**config.mk**
```make
export PLATFORM = sky130hd
export DESIGN_NAME = dbg_uart
export DESIGN_NICKNAME = d
export VERILOG_FILES = /design/src/rtl/dbg_uart_pkg.sv /design/src/rtl/dbg_uart_tx.sv /design/src/rtl/dbg_uart_rx.sv /design/src/rtl/dbg_uart_regs.sv /design/src/rtl/dbg_uart.sv
export SDC_FILE = /design/constraint.sdc
export NUM_CORES = 1
export LEC_CHECK = 0
export CAP_MARGIN = 0
export CORE_ASPECT_RATIO = 1.2
export CORE_UTILIZATION = 41
export DETAILED_ROUTE_END_ITERATION = 12
export DONT_BUFFER_PORTS = 1
export PLACE_DENSITY = 0.61
export SYNTH_ARGS = -nofsm -noshare
export SYNTH_HDL_FRONTEND = slang
export SYNTH_HIERARCHICAL = 1
export SYNTH_SLANG_ARGS = --single-unit
```
**constraint.sdc**
```tcl
create_clock -name clk -period 3.4 [get_ports clk]
set_clock_uncertainty 0.2 [all_clocks]
set_input_delay 0.17 -clock clk [delete_from_list [all_inputs] [get_ports clk]]
set_output_delay 0.17 -clock clk [all_outputs]
set_load 0.01 [all_outputs]
```
**src/rtl/dbg_uart_pkg.sv**
```systemverilog
package dbg_uart_pkg;

    localparam int unsigned NSTAT = 4;

    // status / mask bit positions
    localparam int unsigned ST_RXRDY = 0;
    localparam int unsigned ST_TXRDY = 1;
    localparam int unsigned ST_TXEMP = 2;
    localparam int unsigned ST_FERR  = 3;

    // control command bits
    localparam int unsigned CT_TXEN  = 0;
    localparam int unsigned CT_TXDIS = 1;
    localparam int unsigned CT_FCLR  = 2;

    // register word offsets
    localparam int unsigned OFS_CTRL  = 0;
    localparam int unsigned OFS_IEN   = 1;
    localparam int unsigned OFS_IDIS  = 2;
    localparam int unsigned OFS_MASK  = 3;
    localparam int unsigned OFS_STAT  = 4;
    localparam int unsigned OFS_RXBUF = 5;
    localparam int unsigned OFS_TXBUF = 6;
    localparam int unsigned OFS_DIV   = 7;

    typedef enum logic [1:0] {TX_IDLE, TX_START, TX_DATA, TX_STOP} tx_state_e;
    typedef enum logic [1:0] {RX_IDLE, RX_START, RX_DATA, RX_STOP} rx_state_e;

endpackage

```
**src/rtl/dbg_uart_tx.sv**
```systemverilog
module dbg_uart_tx
    import dbg_uart_pkg::*;
#(
    parameter int unsigned DIV_W  = 16,
    parameter int unsigned DATA_W = 8
) (
    input  logic              clk,
    input  logic              rst_n,
    input  logic [DIV_W-1:0]  div,
    input  logic              start,
    input  logic [DATA_W-1:0] byte_in,
    output logic              txd,
    output logic              busy,
    output logic              done
);
    localparam int unsigned IDX_W = $clog2(DATA_W);
    localparam logic [IDX_W-1:0] LAST_IDX = IDX_W'(DATA_W - 1);

    tx_state_e         state, st_n;
    logic [DIV_W-1:0]  cnt, cnt_n;
    logic [IDX_W-1:0]  idx, idx_n;
    logic [DATA_W-1:0] shreg, sh_n;

    always_comb begin
        st_n  = state;
        cnt_n = cnt;
        idx_n = idx;
        sh_n  = shreg;
        unique case (state)
            TX_IDLE: begin
                if (start) begin
                    st_n  = TX_START;
                    cnt_n = div;
                    sh_n  = byte_in;
                end
            end
            TX_START: begin
                if (cnt == '0) begin
                    st_n  = TX_DATA;
                    cnt_n = div;
                    idx_n = '0;
                end else begin
                    cnt_n = cnt - 1'b1;
                end
            end
            TX_DATA: begin
                if (cnt == '0) begin
                    cnt_n = div;
                    sh_n  = shreg >> 1;
                    if (idx == LAST_IDX) begin
                        st_n = TX_STOP;
                    end else begin
                        idx_n = idx + 1'b1;
                    end
                end else begin
                    cnt_n = cnt - 1'b1;
                end
            end
            TX_STOP: begin
                if (cnt == '0) begin
                    st_n = TX_IDLE;
                end else begin
                    cnt_n = cnt - 1'b1;
                end
            end
            default: st_n = TX_IDLE;
        endcase
    end

    always_ff @(posedge clk or negedge rst_n) begin
        if (!rst_n) begin
            state <= TX_IDLE;
            cnt   <= '0;
            idx   <= '0;
            shreg <= '0;
        end else begin
            state <= st_n;
            cnt   <= cnt_n;
            idx   <= idx_n;
            shreg <= sh_n;
        end
    end

    always_comb begin
        txd  = 1'b1;
        busy = (state != TX_IDLE);
        done = (state == TX_STOP) && (cnt == '0);
        unique case (state)
            TX_START: txd = 1'b0;
            TX_DATA:  txd = shreg[0];
            default:  txd = 1'b1;
        endcase
    end

endmodule

```
**src/rtl/dbg_uart_rx.sv**
```systemverilog
module dbg_uart_rx
    import dbg_uart_pkg::*;
#(
    parameter int unsigned DIV_W  = 16,
    parameter int unsigned DATA_W = 8
) (
    input  logic              clk,
    input  logic              rst_n,
    input  logic [DIV_W-1:0]  div,
    input  logic              rxd,
    output logic              done,
    output logic              ferr,
    output logic [DATA_W-1:0] data
);
    localparam int unsigned IDX_W = $clog2(DATA_W);
    localparam logic [IDX_W-1:0] LAST_IDX = IDX_W'(DATA_W - 1);

    logic              sync1, rx_s, rx_prev;
    rx_state_e         state, st_n;
    logic [DIV_W-1:0]  cnt, cnt_n;
    logic [IDX_W-1:0]  idx, idx_n;
    logic [DATA_W-1:0] shreg, sh_n;
    logic              fire;

    always_comb begin
        st_n  = state;
        cnt_n = cnt;
        idx_n = idx;
        sh_n  = shreg;
        unique case (state)
            RX_IDLE: begin
                if (!rx_s && rx_prev) begin
                    st_n  = RX_START;
                    cnt_n = div >> 1;
                end
            end
            RX_START: begin
                if (cnt == '0) begin
                    if (!rx_s) begin
                        st_n  = RX_DATA;
                        cnt_n = div;
                        idx_n = '0;
                    end else begin
                        st_n = RX_IDLE;
                    end
                end else begin
                    cnt_n = cnt - 1'b1;
                end
            end
            RX_DATA: begin
                if (cnt == '0) begin
                    sh_n  = {rx_s, shreg[DATA_W-1:1]};
                    cnt_n = div;
                    if (idx == LAST_IDX) begin
                        st_n = RX_STOP;
                    end else begin
                        idx_n = idx + 1'b1;
                    end
                end else begin
                    cnt_n = cnt - 1'b1;
                end
            end
            RX_STOP: begin
                if (cnt == '0) begin
                    st_n = RX_IDLE;
                end else begin
                    cnt_n = cnt - 1'b1;
                end
            end
            default: st_n = RX_IDLE;
        endcase
    end

    always_ff @(posedge clk or negedge rst_n) begin
        if (!rst_n) begin
            sync1   <= 1'b1;
            rx_s    <= 1'b1;
            rx_prev <= 1'b1;
            state   <= RX_IDLE;
            cnt     <= '0;
            idx     <= '0;
            shreg   <= '0;
        end else begin
            sync1   <= rxd;
            rx_s    <= sync1;
            rx_prev <= rx_s;
            state   <= st_n;
            cnt     <= cnt_n;
            idx     <= idx_n;
            shreg   <= sh_n;
        end
    end

    always_comb begin
        fire = (state == RX_STOP) && (cnt == '0);
        done = fire && rx_s;
        ferr = fire && !rx_s;
        data = shreg;
    end

endmodule

```
**src/rtl/dbg_uart_regs.sv**
```systemverilog
module dbg_uart_regs
    import dbg_uart_pkg::*;
#(
    parameter int unsigned ADDR_W = 4,
    parameter int unsigned BUS_W  = 32,
    parameter int unsigned DIV_W  = 16,
    parameter int unsigned DATA_W = 8
) (
    input  logic              clk,
    input  logic              rst_n,
    input  logic              wr_en,
    input  logic              rd_en,
    input  logic [ADDR_W-1:0] addr,
    input  logic [BUS_W-1:0]  wdata,
    output logic [BUS_W-1:0]  rdata,
    input  logic              tx_done,
    input  logic              tx_busy,
    input  logic              rx_done,
    input  logic              rx_ferr,
    input  logic [DATA_W-1:0] rx_data,
    output logic [DIV_W-1:0]  div,
    output logic              tx_start,
    output logic [DATA_W-1:0] tx_byte,
    output logic [NSTAT-1:0]  stat,
    output logic [NSTAT-1:0]  mask,
    output logic [DATA_W-1:0] rx_buf,
    output logic              irq
);
    localparam logic [ADDR_W-1:0] A_CTRL  = ADDR_W'(OFS_CTRL);
    localparam logic [ADDR_W-1:0] A_IEN   = ADDR_W'(OFS_IEN);
    localparam logic [ADDR_W-1:0] A_IDIS  = ADDR_W'(OFS_IDIS);
    localparam logic [ADDR_W-1:0] A_MASK  = ADDR_W'(OFS_MASK);
    localparam logic [ADDR_W-1:0] A_STAT  = ADDR_W'(OFS_STAT);
    localparam logic [ADDR_W-1:0] A_RXBUF = ADDR_W'(OFS_RXBUF);
    localparam logic [ADDR_W-1:0] A_TXBUF = ADDR_W'(OFS_TXBUF);
    localparam logic [ADDR_W-1:0] A_DIV   = ADDR_W'(OFS_DIV);
    localparam logic [NSTAT-1:0]  STAT_RST = NSTAT'((1 << ST_TXRDY) | (1 << ST_TXEMP));

    logic [NSTAT-1:0] stat_n;
    logic             wr_ctrl, rd_rxbuf, rx_accept;
    logic             wdata_unused;

    assign wdata_unused = ^wdata;
    assign wr_ctrl   = wr_en && (addr == A_CTRL);
    assign rd_rxbuf  = rd_en && (addr == A_RXBUF);
    assign tx_start  = wr_en && (addr == A_TXBUF) && stat[ST_TXRDY] && !tx_busy;
    assign tx_byte   = wdata[DATA_W-1:0];
    assign rx_accept = rx_done && !stat[ST_RXRDY];

    always_comb begin
        stat_n = stat;
        if (tx_done) begin
            stat_n[ST_TXRDY] = 1'b1;
            stat_n[ST_TXEMP] = 1'b1;
        end
        if (wr_ctrl) begin
            if (wdata[CT_TXDIS]) begin
                stat_n[ST_TXRDY] = 1'b0;
                stat_n[ST_TXEMP] = 1'b0;
            end else if (wdata[CT_TXEN]) begin
                stat_n[ST_TXRDY] = 1'b1;
                stat_n[ST_TXEMP] = 1'b1;
            end
        end
        if (tx_start) begin
            stat_n[ST_TXRDY] = 1'b0;
            stat_n[ST_TXEMP] = 1'b0;
        end
        if (rx_ferr) stat_n[ST_FERR] = 1'b1;
        if (wr_ctrl && wdata[CT_FCLR]) stat_n[ST_FERR] = 1'b0;
        if (rd_rxbuf) stat_n[ST_RXRDY] = 1'b0;
        if (rx_accept) stat_n[ST_RXRDY] = 1'b1;
    end

    always_ff @(posedge clk or negedge rst_n) begin
        if (!rst_n) begin
            stat   <= STAT_RST;
            mask   <= '0;
            rx_buf <= '0;
            div    <= '0;
        end else begin
            stat <= stat_n;
            if (wr_en && addr == A_IEN)  mask <= mask | wdata[NSTAT-1:0];
            if (wr_en && addr == A_IDIS) mask <= mask & ~wdata[NSTAT-1:0];
            if (wr_en && addr == A_DIV)  div  <= wdata[DIV_W-1:0];
            if (rx_accept) rx_buf <= rx_data;
        end
    end

    always_comb begin
        rdata = '0;
        case (addr)
            A_MASK:  rdata = BUS_W'(mask);
            A_STAT:  rdata = BUS_W'(stat);
            A_RXBUF: rdata = BUS_W'(rx_buf);
            A_DIV:   rdata = BUS_W'(div);
            default: rdata = '0;
        endcase
    end

    assign irq = |(mask & stat);

endmodule

```
**src/rtl/dbg_uart.sv**
```systemverilog
module dbg_uart
    import dbg_uart_pkg::*;
#(
    parameter int unsigned ADDR_W = 4,
    parameter int unsigned DIV_W  = 16,
    parameter int unsigned DATA_W = 8
) (
    input  logic              clk,
    input  logic              rst_n,
    input  logic              wr_en,
    input  logic              rd_en,
    input  logic [ADDR_W-1:0] addr,
    input  logic [31:0]       wdata,
    output logic [31:0]       rdata,
    input  logic              rxd,
    output logic              txd,
    output logic              irq
);
    localparam int unsigned BUS_W = 32;

    logic [DIV_W-1:0]  div;
    logic              tx_start, tx_busy, tx_done;
    logic [DATA_W-1:0] tx_byte;
    logic              rx_done, rx_ferr;
    logic [DATA_W-1:0] rx_data;
    logic [NSTAT-1:0]  stat, mask;
    logic [DATA_W-1:0] rx_buf;

    dbg_uart_regs #(.ADDR_W(ADDR_W), .BUS_W(BUS_W), .DIV_W(DIV_W), .DATA_W(DATA_W)) u_regs (
        .clk(clk), .rst_n(rst_n), .wr_en(wr_en), .rd_en(rd_en), .addr(addr),
        .wdata(wdata), .rdata(rdata), .tx_done(tx_done), .tx_busy(tx_busy),
        .rx_done(rx_done), .rx_ferr(rx_ferr), .rx_data(rx_data), .div(div),
        .tx_start(tx_start), .tx_byte(tx_byte), .stat(stat), .mask(mask),
        .rx_buf(rx_buf), .irq(irq)
    );

    dbg_uart_tx #(.DIV_W(DIV_W), .DATA_W(DATA_W)) u_tx (
        .clk(clk), .rst_n(rst_n), .div(div), .start(tx_start), .byte_in(tx_byte),
        .txd(txd), .busy(tx_busy), .done(tx_done)
    );

    dbg_uart_rx #(.DIV_W(DIV_W), .DATA_W(DATA_W)) u_rx (
        .clk(clk), .rst_n(rst_n), .div(div), .rxd(rxd),
        .done(rx_done), .ferr(rx_ferr), .data(rx_data)
    );

endmodule

```
==> flow_summary.ini <==
[drt]
drt-total-wl_mm = 15.3
wl_met2_mm = 7.91
vias = 4920
detail_route.drc_violations = 8
uppermost_metal_layer_occupied_by_signal_nets = met4
routedWlPerCell_um = 19.2
drt_iter0_markers = 396
drt_pass1_iterations = 9
drt_antenna_net_count = 0
met3_wirelength_um = 814
m1WireLength_mm = 6.22
vias_per_cell = 6.17

[synthesis]
synth_sequential_area_ratio_pct = 39.6
yosys.area.top_type = sky130_fd_sc_hd__dfrtp_1
warning_count_from_the_yosys_run = 6
synth_most_common_cell = sky130_fd_sc_hd__dfrtp_1
synth_top_cells_by_area = sky130_fd_sc_hd__dfrtp_1 (37%), sky130_fd_sc_hd__mux2_2 (5.0%), sky130_fd_sc_hd__o21ai_0 (4.2%)
synth_flop_cell = sky130_fd_sc_hd__dfrtp_1
mappedNetlistArea_um2 = 5890
number_of_synthesized_register_bits = 93
synth_top_area_share_pct = 37.4
synth-edff-count = 0
syn-mean-instance-area_um2 = 9.70
synth_top_cells_by_count = sky130_fd_sc_hd__dfrtp_1 (88), sky130_fd_sc_hd__o21ai_0 (49), sky130_fd_sc_hd__nor2_1 (44), sky130_fd_sc_hd__nand2_1 (31)
async_flop_share_pct = 100
yosys.cell_types.count = 78
syn-instance-count = 607

[floorplan]
fp.dieArea_um2 = 14800
fp-row-count = 47
io_pins = 75
floorplan.die.height_um = 133
die_x_um = 111
initial_util_pct = 42.4
core_area_um2 = 13900

[sta]
timing_hold_violations_final = 0
max_slew_margin_pct = 22.1
worst-slew-pin-transition_ps = 1170
post-route-min-period_ps = 3150
maximum_clock_rate_ghz = 0.317
tns_ps = 0
setup_failing_eps_final = 0
fin_ws_ps = 245
worst_hold_slack_ps = 28.0
timing_max_transition_violations_final = 0
grt_setup_unrepaired = no
min_period_over_period_pct = 92.8

[grt]
grt_antenna_before_repair = 0
grt_start_max_net_pins = 94
grt-ovfl-total = 0
first_global_vias = 4946
global_route_usage_over_all_layers_pct = 21.2
first_pass_grt_wire_length_mm = 25.0

[setup_path]
worst_path_largest_cell_delay_ps = 650
critPathCaptureType = register
crit_top_cell = sky130_fd_sc_hd__o21a_1
required_ps = 3430
criticalPathCategory = register to register
critical_path.slowest_cell = sky130_fd_sc_hd__or4_4
timing.critical_path.cells = inv_1, ha_1, or4b_4, or4_4, o21a_1, buf_4, o21a_1, a22o_1
arrival_ps = 3180
critical_path.max_fanout = 13
crit_path_start_kind = register

[clocking]
tritoncts.num_buffers = 9
tritoncts = built
worst_skew_pair.late_latency_ps = 340
clock_tree.htree_level_count = 3
clkTransAtPathRegs_ps = 70
ctsLongestPathBuffers = 2
clock_tree.root_cell = sky130_fd_sc_hd__clkbuf_16
cts.repair.resized = 0
cts_setup_buffers = 0
cts_num_sinks = 93

[placed_design]
placedCellCount = 750
place.detailed.hpwl_mm = 10.5
dpl_worst_slack_ps = 269
gp_congestion = 0.884
io_buffer_count = 0

[power_and_ir_drop]
vdd_drop_max_uv = 535
power.density_cell_area_nw_per_um2 = 882
leakage_nw = 2.83

[cells_and_area]
layout.filler_cells = 1321
drive_gt1_share_pct = 15.5
num_antenna_cells = 0
area_growth_from_synthesis_to_layout_pct = 11.1
layout.nets = 679
layout.cells.non_filler = 798

[worst_hold_path]
min-delay-path-class = primary input to register

[run_status]
violations = DRC
outcome = complete, but fails checks

[job]
max_cap_violations = 0
-- what timing repair did --
action / 4_1_cts / 5_1_grt
endpoints found under the setup margin: 0 / 0
hold buffers: 32 / 0
hold endpoints to repair: 126 / 0
-- metal layers --
| metal | GRT usage [%] | up-vias |
|---|---|---|
| li1 | - | 2270 |
| met1 | 25.8 | 2423 |
| met2 | 36.9 | 188 |
| met3 | 3.55 | 39 |
| met4 | 9.16 | 0 |
| met5 | 0 | - |
-- flip-flops by register name, indices dropped and copies added, names as in the netlist, 2 cells and up, named ones only --
register / cells
u_tx/state: 2
u_regs/div: 16
u_regs/stat: 4
u_tx/shreg: 8
u_rx/data: 8
u_regs/rx_buf: 8
u_tx/idx: 3
u_tx/cnt: 16
u_rx/cnt: 16
u_rx/idx: 3
-- critical path, delay by kind of cell, from the launching register on --
| family | cells | cell delay, ps |
|---|---|---|
| simple gates | 2 | 1200 |
| fa+ha+maj | 1 | 230 |
| compound gates | 3 | 660 |
| buf+inv | 2 | 350 |
| flops | 1 | 400 |
-- power by group --
part	internal (mW)	switching (mW)	total, mW	leakage [nW]
Clock	0.524	0.452	0.976	0.130
Sequential	1.44	0.406	1.85	1.17
Combinational	1.24	1.70	2.95	1.53
-- area by class of cell --
class / instances / area (µm²) / area share, %
Timing Repair Buffer: 51 / 480 / 7.35
Inverter: 18 / 67.6 / 1.03
Clock buffer: 11 / 243 / 3.71
Sequential cell: 93 / 2330 / 35.7
Tap cell: 171 / 214 / 3.27
Multi-Input combinational cell: 449 / 3160 / 48.3
Clock inverter: 5 / 42.5 / 0.651
-- layout by cell type, fill, tap and decap left out, drive strengths merged, types with 5 or more instances in the layout --
cell	n
or3	11
buf	20
and2	9
nor4	11
dfrtp	88
a22oi	8
a221o	9
nand2	32
nor3	18
a22o	10
mux2i	13
conb	16
o21ai	51
dfstp	5
o211ai	6
mux2	37
and3	7
a31oi	18
o31ai	6
a21oi	23
nor2	44
inv	20
ha	16
nand3	8
or4	10
o21a	6
nand2b	9
clkbuf	11
dlygate4sd3	31
-- through the flow --
stage               power (mW)  util [%]  instance area, µm²
floorplan                 3.99         -                5940
global route              6.16      47.1                6540
detailed placement        4.65      42.6                5910
finish                    5.77      47.1                6540
global placement          4.56      42.6                5910
CTS                       5.73      47.1                6540
-- path summary, 6_finish.rpt --
| check | start | to | slack [ps] | cells past startpoint |
|---|---|---|---|---|
| hold reg to reg | u_rx/sync1 | u_rx/rx_s | 160 | 0 |
| max in group asynchronous | rst_n | async pin | 2400 | 2 |
| hold / removal | addr[3] | u_regs/stat[1] | 30 | 2 |
| setup / recovery | u_rx/cnt[0] | u_rx/cnt[9] | 250 | 8 |
| setup reg to reg | u_rx/cnt[0] | u_rx/cnt[9] | 250 | 8 |
| min in group asynchronous | rst_n | u_rx/data[3] | 200 | 2 |
-- logic make-up after synthesis --
logic type      count (synthesis)  share of synthesized area, %
compound gates                182                          21.2
mux                            50                          9.99
other cells                     1                        0.0637
simple gates                  181                          17.4
buf+inv                        80                          7.69
fa+ha+maj                      16                          3.40
flops                          93                          39.6
xor+xnor                        4                         0.595
No activity file was read; power rests on OpenSTA's default activity.
